## src/rtl/irq_flag_pkg.sv

```systemverilog
package irq_flag_pkg;
  localparam int CTL_W   = 8;
  localparam int NSRC    = 3;
  // flag bit positions; each enable sits NSRC bits above its flag
  localparam int B_PFLAG = 0;
  localparam int B_XFLAG = 1;
  localparam int B_TFLAG = 2;
  localparam int B_GIE   = 7;
  localparam int EN_OFS  = NSRC;
  localparam logic [CTL_W-1:0] CTL_RST  = 8'h00;
  localparam logic [CTL_W-1:0] CTL_MASK = 8'hBF;
  typedef logic [NSRC-1:0] src_vec_t;
endpackage

```

## src/rtl/irq_flag_rst_sync.sv

```systemverilog
module irq_flag_rst_sync #(
  parameter int STAGES = 2
) (
  input  logic clk,
  input  logic rst_n,
  output logic rst_sync_n
);
  logic [STAGES-1:0] chain_q;
  logic [STAGES-1:0] chain_d;

  always_comb begin
    chain_d = {chain_q[STAGES-2:0], 1'b1};
  end

  always_ff @(posedge clk or negedge rst_n) begin
    if (!rst_n) chain_q <= '0;
    else        chain_q <= chain_d;
  end

  assign rst_sync_n = chain_q[STAGES-1];
endmodule

```

## src/rtl/irq_flag_edge_det.sv

```systemverilog
module irq_flag_edge_det #(
  parameter int SYNC_STAGES = 2
) (
  input  logic clk,
  input  logic rst_n,
  input  logic pin,
  input  logic rise_sel,
  output logic edge_hit
);
  localparam int FILL_W = SYNC_STAGES + 1;

  logic [SYNC_STAGES-1:0] sync_q, sync_d;
  logic                   last_q, last_d;
  logic [FILL_W-1:0]      fill_q, fill_d;
  logic                   level, armed;

  // the fill chain hides the first samples after reset so that a pin already
  // high or low at reset release is not taken for an edge
  always_comb begin
    sync_d = {sync_q[SYNC_STAGES-2:0], pin};
    last_d = sync_q[SYNC_STAGES-1];
    fill_d = {fill_q[FILL_W-2:0], 1'b1};
  end

  always_ff @(posedge clk or negedge rst_n) begin
    if (!rst_n) begin
      sync_q <= '0;
      last_q <= 1'b0;
      fill_q <= '0;
    end else begin
      sync_q <= sync_d;
      last_q <= last_d;
      fill_q <= fill_d;
    end
  end

  assign level    = sync_q[SYNC_STAGES-1];
  assign armed    = fill_q[FILL_W-1];
  assign edge_hit = armed & (rise_sel ? (level & ~last_q) : (~level & last_q));
endmodule

```

## src/rtl/irq_flag_port_watch.sv

```systemverilog
module irq_flag_port_watch #(
  parameter int PORT_W = 4
) (
  input  logic              clk,
  input  logic              rst_n,
  input  logic [PORT_W-1:0] port_in,
  input  logic              snap_en,
  output logic              changed
);
  logic [PORT_W-1:0] snap_q, snap_d;

  always_comb begin
    snap_d = snap_q;
    if (snap_en) snap_d = port_in;
  end

  always_ff @(posedge clk or negedge rst_n) begin
    if (!rst_n) snap_q <= '0;
    else        snap_q <= snap_d;
  end

  assign changed = |(port_in ^ snap_q);
endmodule

```

## src/rtl/irq_flag_reg.sv

```systemverilog
module irq_flag_reg
  import irq_flag_pkg::*;
(
  input  logic             clk,
  input  logic             rst_n,
  input  src_vec_t         set_vec,
  input  logic             wr_en,
  input  logic [CTL_W-1:0] wr_data,
  input  logic             ack,
  output logic [CTL_W-1:0] ctl_q
);
  logic [CTL_W-1:0] ctl_d;

  // order of precedence: software write, then hardware flag set, then ack
  always_comb begin
    ctl_d = ctl_q;
    if (wr_en) ctl_d = wr_data & CTL_MASK;
    ctl_d[NSRC-1:0] = ctl_d[NSRC-1:0] | set_vec;
    if (ack) ctl_d[B_GIE] = 1'b0;
  end

  always_ff @(posedge clk or negedge rst_n) begin
    if (!rst_n) ctl_q <= CTL_RST;
    else        ctl_q <= ctl_d;
  end
endmodule

```

## src/rtl/irq_flag_req.sv

```systemverilog
module irq_flag_req
  import irq_flag_pkg::*;
(
  input  logic [CTL_W-1:0] ctl,
  input  logic             sleep,
  output logic             irq,
  output logic             wake
);
  src_vec_t pend;

  for (genvar s = 0; s < NSRC; s++) begin : g_src
    assign pend[s] = ctl[s] & ctl[s + EN_OFS];
  end

  assign irq  = ctl[B_GIE] & (|pend);
  assign wake = sleep & (|pend);
endmodule

```

## src/rtl/irq_flag_ctrl.sv

```systemverilog
module irq_flag_ctrl
  import irq_flag_pkg::*;
#(
  parameter int PORT_W      = 4,
  parameter int SYNC_STAGES = 2,
  parameter int RST_STAGES  = 2
) (
  input  logic              clk,
  input  logic              rst_n,
  input  logic              ext_pin,
  input  logic              edge_rise_sel,
  input  logic              tmr_ovf,
  input  logic [PORT_W-1:0] port_hi,
  input  logic              port_rd,
  input  logic              ctl_wr_en,
  input  logic [CTL_W-1:0]  ctl_wr_data,
  output logic [CTL_W-1:0]  ctl_rd_data,
  input  logic              core_sleep,
  input  logic              irq_ack,
  output logic              irq_req,
  output logic              wake_req
);
  logic     rst_sync_n;
  logic     pin_hit;
  logic     port_diff;
  src_vec_t set_vec;
  logic [CTL_W-1:0] ctl_q;

  irq_flag_rst_sync #(.STAGES(RST_STAGES)) u_rst (
    .clk        (clk),
    .rst_n      (rst_n),
    .rst_sync_n (rst_sync_n)
  );

  irq_flag_edge_det #(.SYNC_STAGES(SYNC_STAGES)) u_edge (
    .clk      (clk),
    .rst_n    (rst_sync_n),
    .pin      (ext_pin),
    .rise_sel (edge_rise_sel),
    .edge_hit (pin_hit)
  );

  irq_flag_port_watch #(.PORT_W(PORT_W)) u_port (
    .clk     (clk),
    .rst_n   (rst_sync_n),
    .port_in (port_hi),
    .snap_en (port_rd),
    .changed (port_diff)
  );

  always_comb begin
    set_vec          = '0;
    set_vec[B_PFLAG] = port_diff;
    set_vec[B_XFLAG] = pin_hit;
    set_vec[B_TFLAG] = tmr_ovf;
  end

  irq_flag_reg u_reg (
    .clk     (clk),
    .rst_n   (rst_sync_n),
    .set_vec (set_vec),
    .wr_en   (ctl_wr_en),
    .wr_data (ctl_wr_data),
    .ack     (irq_ack),
    .ctl_q   (ctl_q)
  );

  irq_flag_req u_req (
    .ctl   (ctl_q),
    .sleep (core_sleep),
    .irq   (irq_req),
    .wake  (wake_req)
  );

  assign ctl_rd_data = ctl_q;
endmodule

```

## config.mk

```make
export PLATFORM = sky130hd
export DESIGN_NAME = irq_flag_ctrl
export DESIGN_NICKNAME = d
export VERILOG_FILES = /design/src/rtl/irq_flag_pkg.sv /design/src/rtl/irq_flag_rst_sync.sv /design/src/rtl/irq_flag_edge_det.sv /design/src/rtl/irq_flag_port_watch.sv /design/src/rtl/irq_flag_reg.sv /design/src/rtl/irq_flag_req.sv /design/src/rtl/irq_flag_ctrl.sv
export SDC_FILE = /design/constraint.sdc
export NUM_CORES = 1
export LEC_CHECK = 0
export BUFFER_PORTS_ARGS = -buffer_cell sky130_fd_sc_hd__buf_4
export CORE_UTILIZATION = 44
export DETAILED_ROUTE_END_ITERATION = 16
export PLACE_DENSITY = 0.86
export SETUP_SLACK_MARGIN = 0.2
export SYNTH_ARGS = -nofsm -noshare
export SYNTH_HDL_FRONTEND = slang
export SYNTH_SLANG_ARGS = --single-unit
```

## constraint.sdc

```tcl
create_clock -name clk -period 0.9 [get_ports clk]
set_clock_uncertainty 0.05 [all_clocks]
set_input_delay 0 -clock clk [delete_from_list [all_inputs] [get_ports clk]]
set_output_delay 0 -clock clk [all_outputs]
set_load 0.1 [all_outputs]
```

Yosys cells after proc, flatten, opt, wreduce, memory -nomap -nowiden

Index checks and enable logic that the tools add are counted.

Bits of input ports: 21
Word-level logic and storage cells: 26
Register bits after elaboration: 19
Output and inout bits: 10

Bitwise gates (word level): 12
Muxes and demuxes: 3
Reduce and logical (&&, ||, !) cells: 3

Operators with widths:

| kind              | number |
|---|---|
| $and 1x1->1       | 8 |
| $mux 8            | 1 |
| $reduce_or 4->1   | 1 |
| $xor 4x4->4       | 1 |
| $or 3x3->3        | 1 |
| $reduce_or 3->1   | 1 |
| $mux 1            | 2 |
| $not 1->1         | 2 |
| $reduce_bool 2->1 | 1 |

Logic depth before layout (Yosys ltp)

Depth in word-level cells: 5
Mapped depth: 3
Gate-level depth less buffers: 3

Modules after synthesis

A second synthesis with hierarchy kept.

Cell total of the unflattened synthesis: 50
Area, all modules: 749.5 um2

By module, submodules not included:

| module              | times used | sequential area each (um2) | cells an instance | area an instance (um2) |
|---|---|---|---|---|
| irq_flag_reg        | 1          | 175.2                      | 21                | 309.0 |
| irq_flag_port_watch | 1          | 100.1                      | 13                | 186.4 |
| irq_flag_edge_det   | 1          | 150.1                      | 10                | 177.7 |
| irq_flag_rst_sync   | 1          | 50.0                       | 3                 | 53.8 |
| irq_flag_req        | 1          | 0.0                        | 3                 | 22.5 |

Worst setup path before layout

OpenSTA, ideal clock, no wires.

Path type: flip-flop to output port
Start: register u_reg.ctl_q[0]
End: output port irq_req
Cell stages (with the launch flop): 3
Data arrival time: 2591 ps
Data required time: 850 ps
Buffers on the path: 0
Slack: -1741 ps
Cells stage by stage: dfrtp_1 > a222oi_1 > nor2b_1

Longest elaborated chain between the ends: 3

Ends and longest elaborated chain:

| element                  | RTL line            | source |
|---|---|---|
| start: declaration       | irq_flag_reg.sv:10  | `output logic [CTL_W-1:0] ctl_q` |
| start signal: assignment | irq_flag_reg.sv:24  | `else ctl_q <= ctl_d;` |
| $and 1x1->1              | irq_flag_req.sv:12  | `assign pend[s] = ctl[s] & ctl[s + EN_OFS];` |
| $reduce_or 3->1          | irq_flag_req.sv:15  | `assign irq = ctl[B_GIE] & (\|pend);` |
| $and 1x1->1              | irq_flag_req.sv:15  |  |
| end: declaration         | irq_flag_ctrl.sv:20 | `output logic irq_req,` |

No other way between the ends.

Worst setup path in the final report

Start: register u_reg.ctl_q[0]
End: output port wake_req

Longest elaborated chain between the ends: 3

Ends and longest elaborated chain:

| element          | RTL line            | source |
|---|---|---|
| $and 1x1->1      | irq_flag_req.sv:12  |  |
| $reduce_or 3->1  | irq_flag_req.sv:16  | `assign wake = sleep & (\|pend);` |
| $and 1x1->1      | irq_flag_req.sv:16  |  |
| end: declaration | irq_flag_ctrl.sv:21 | `output logic wake_req` |

No other way between the ends.

==> impl_metrics.yaml <==
outcome:
  outcome: "finished with violations"
  violations: "negative hold slack, negative setup slack"
clock_network:
  numCtsBuffers: 3
  cts_root_buffer: "clkbuf_4"
  postCtsHoldBufs: 5
  clkTransAtPathRegs_ps: 90
  clock_latency_ps: 290
  cts.htree.levels: 1
  cts_tree: "yes"
  clkSinkCount: 19
  cts_buffer_depth: 2
finish:
  drive_gt1_frac: 0.6495
  antenna_cells: 0
  fillers: 68
  syn_to_final_growth_pct: 85.10
  final_nets: 119
  stdcell_area_sq_um: 1336
power:
  combPwrFrac: 0.355
  sw_frac_of_total: 0.3222
  p_int_mw: 1.459
  leakage_nw: 0.6359
  clkPwrFrac: 0.188
  pwr_density_cell_nw_per_um2: 1611
  seqPwrFrac: 0.457
  p_sw_mw: 0.6936
  peakVddDrop_uv: 1304
worst_setup_path:
  worstSetupPathType: "flop to primary output"
  required_ps: 850
  r2r_slack_ps: -320
  cp_slowest_cell: "dfrtp_4"
  cp-start-kind: "flop"
  slowest_delay_ps: 480
  end_kind: "primary output"
  worstPathCellList: "a222oi_1 -> buf_4 -> nor2b_4 -> buf_12"
  arrival_ps: 1530
  worstPathMaxFanout: 2
  r2r_cells: 5
floorplan:
  die_x_um: 42.51
  start_util: 0.4737
  ios: 31
  die_area_sq_um: 1807
  num_rows: 14
  core_sq_um: 1524
  die_height_um: 42.51
sta:
  finalCritPeriodShare: 1.756
  tns_ps: -4299
  hold_violations: 12
  slew_viol_final: 0
  setup_viol: 15
  fin_crit_ps: 1580
  whs_ps: -149.3
  max_freq_ghz: 0.6329
  fin_ws_ps: -680.1
  rsz0062_at_grt: "true"
synth:
  synth.top_cell.area_share: 0.6586
  ys_seq_area_frac: 0.6586
  syn_avg_cell_area_sq_um: 14.73
  yosysUniqueCellTypes: 18
  synth_top_area_cell: "dfrtp_1"
  netlist_top_cells_area: "dfrtp_1 66%, mux2_2 11%, mux2i_1 4.2%, xor2_1 3.6%, nor2b_1 2.6%"
  synth_seq_cells: 19
  mappedNetlistArea_sq_um: 721.9
  yosys_warnings: 0
  synthCells: 49
placed_design:
  io_buffers: 28
  postPlaceCellArea_sq_um: 1051
  gp_congestion: 0.7335
  dp_hpwl_um: 1093
  preCtsSetupSlack_ps: -415.6
grt:
  grt_max_degree: 14
  grt_pass1_wl_um: 2766
  grt_pass1_vias: 629
  antenna_found_initial: 0
  track_usage: 0.2207
  grt_overflow_total: 0
worst_hold_path:
  holdPathStages: 2
  hold_class: "primary input to flop"
detailed_routing:
  drt_iter0_drc: 2
  final_antenna_net_count: 0
  vias: 578
  drc: 0
  wirelength_um: 1902
  avgRoutedWirePerCell_um: 16.83
  routed_via_density: 5.115
  drt_first_pass_iters: 4
job:
  maxCapViolCount: 0
-- cells in the final DEF, fill, tap and decap left out --
cell type,n
a211o_1,1
a222oi_1,1
and3b_1,1
buf_12,10
buf_4,22
buf_6,9
clkbuf_1,1
clkbuf_4,3
conb_1,3
dfrtp_1,12
dfrtp_4,7
dlygate4sd3_1,4
mux2_2,2
mux2_4,5
mux2i_1,3
nand2_1,1
nand3_1,1
nor2_1,1
nor2b_4,3
nor3_1,1
nor3b_2,1
o21ai_2,1
xnor2_1,1
xor2_1,3
-- critical path, delay by kind of cell (launching register included) --
family	cells	cell delay, ps
flip-flops	1	480
buffers and inverters	2	360
AO/OA/AOI/OAI	1	350
AND/OR/NAND/NOR	1	50
-- cells in the mapped netlist --
| cell type | instances |
|---|---|
| xor2_1 | 3 |
| mux2i_1 | 3 |
| conb_1 | 2 |
| buf_6 | 1 |
| nor3_1 | 1 |
| buf_4 | 1 |
| nor3b_1 | 1 |
| o21ai_0 | 1 |
| nand3_1 | 1 |
| nor2b_1 | 3 |
| and3b_1 | 1 |
| a222oi_1 | 1 |
| nor2_1 | 1 |
| nand2_1 | 1 |
| a211o_1 | 1 |
| dfrtp_1 | 19 |
| mux2_2 | 7 |
| xnor2_1 | 1 |
-- sequential cells by signal, indices dropped and copies added, names as in the netlist --
signal / flops
u_edge.sync_q: 2
u_reg.ctl_q: 7
u_port.snap_q: 4
u_edge.last_q: 1
u_edge.fill_q: 3
u_rst.chain_q: 2
-- metrics by stage --
stage          std cells  utilization  power (mW)  hold WS, ps
6_report             113       0.8768       2.153       -149.3
5_1_grt              113       0.8768       2.221       -145.4
4_1_cts              111       0.8530       2.138       -152.6
3_5_place_dp         100       0.6897       1.562       -265.5
3_3_place_gp         100       0.6897       1.547       -267.2
2_1_floorplan         50            -       1.367       -345.6
-- per-layer routing --
metal | global-route usage | up-vias | share of wire
met5 | 0 | - | 0
met3 | 0.05172 | 5 | 0.043
li1 | - | 260 | -
met1 | 0.2203 | 283 | 0.36
met4 | 0.1250 | 0 | 0.029
met2 | 0.4092 | 30 | 0.56
-- layout make-up --
class / instances / area, sq um / area share
tap: 16 / 20.02 / 0.01498
timing repair buffer: 45 / 506.7 / 0.3792
sequential: 19 / 501.7 / 0.3755
clock buffer: 4 / 26.28 / 0.01966
multi-input combinational: 29 / 281.5 / 0.2107
-- repair_timing --
action	in CTS	in global routing
buffers inserted	2	3
resized for setup	39	6
endpoints found under the hold margin	14	12
setup endpoints to repair	20	23
gates cloned	0	0
pin swaps	1	2
-- cell families after synthesis --
group,after synthesis,synth area share
AO/OA/AOI/OAI,3,0.03293
XOR/XNOR,4,0.04854
buffers and inverters,2,0.02600
flip-flops,19,0.6586
multiplexers,10,0.1508
other,2,0.01040
AND/OR/NAND/NOR,9,0.07278
-- power groups by stage --
stage	Clock (mW)	Combinational, mW	Sequential, mW
after CTS	0.429	0.733	0.976
after detailed placement	0	0.574	0.988
after global placement	0	0.565	0.981
after global routing	0.439	0.792	0.990
after floorplan	0	0.186	1.18
final	0.405	0.765	0.983
-- worst paths after layout --
kind                                       startpoint                           end
max                          u_reg.ctl_q[0]$_DFF_PN0_                      wake_req
min                                           tmr_ovf      u_reg.ctl_q[2]$_DFF_PN0_
max reg2reg                  u_reg.ctl_q[0]$_DFF_PN0_      u_reg.ctl_q[0]$_DFF_PN0_
min reg2reg                u_rst.chain_q[1]$_DFF_PN0_  u_port.snap_q[2]$_DFFE_PN0P_
max in group asynchronous  u_rst.chain_q[1]$_DFF_PN0_    u_reg.ctl_q[5]$_DFFE_PN0P_
min in group asynchronous                       rst_n    u_rst.chain_q[1]$_DFF_PN0_
(Power assumes the default switching activity.)
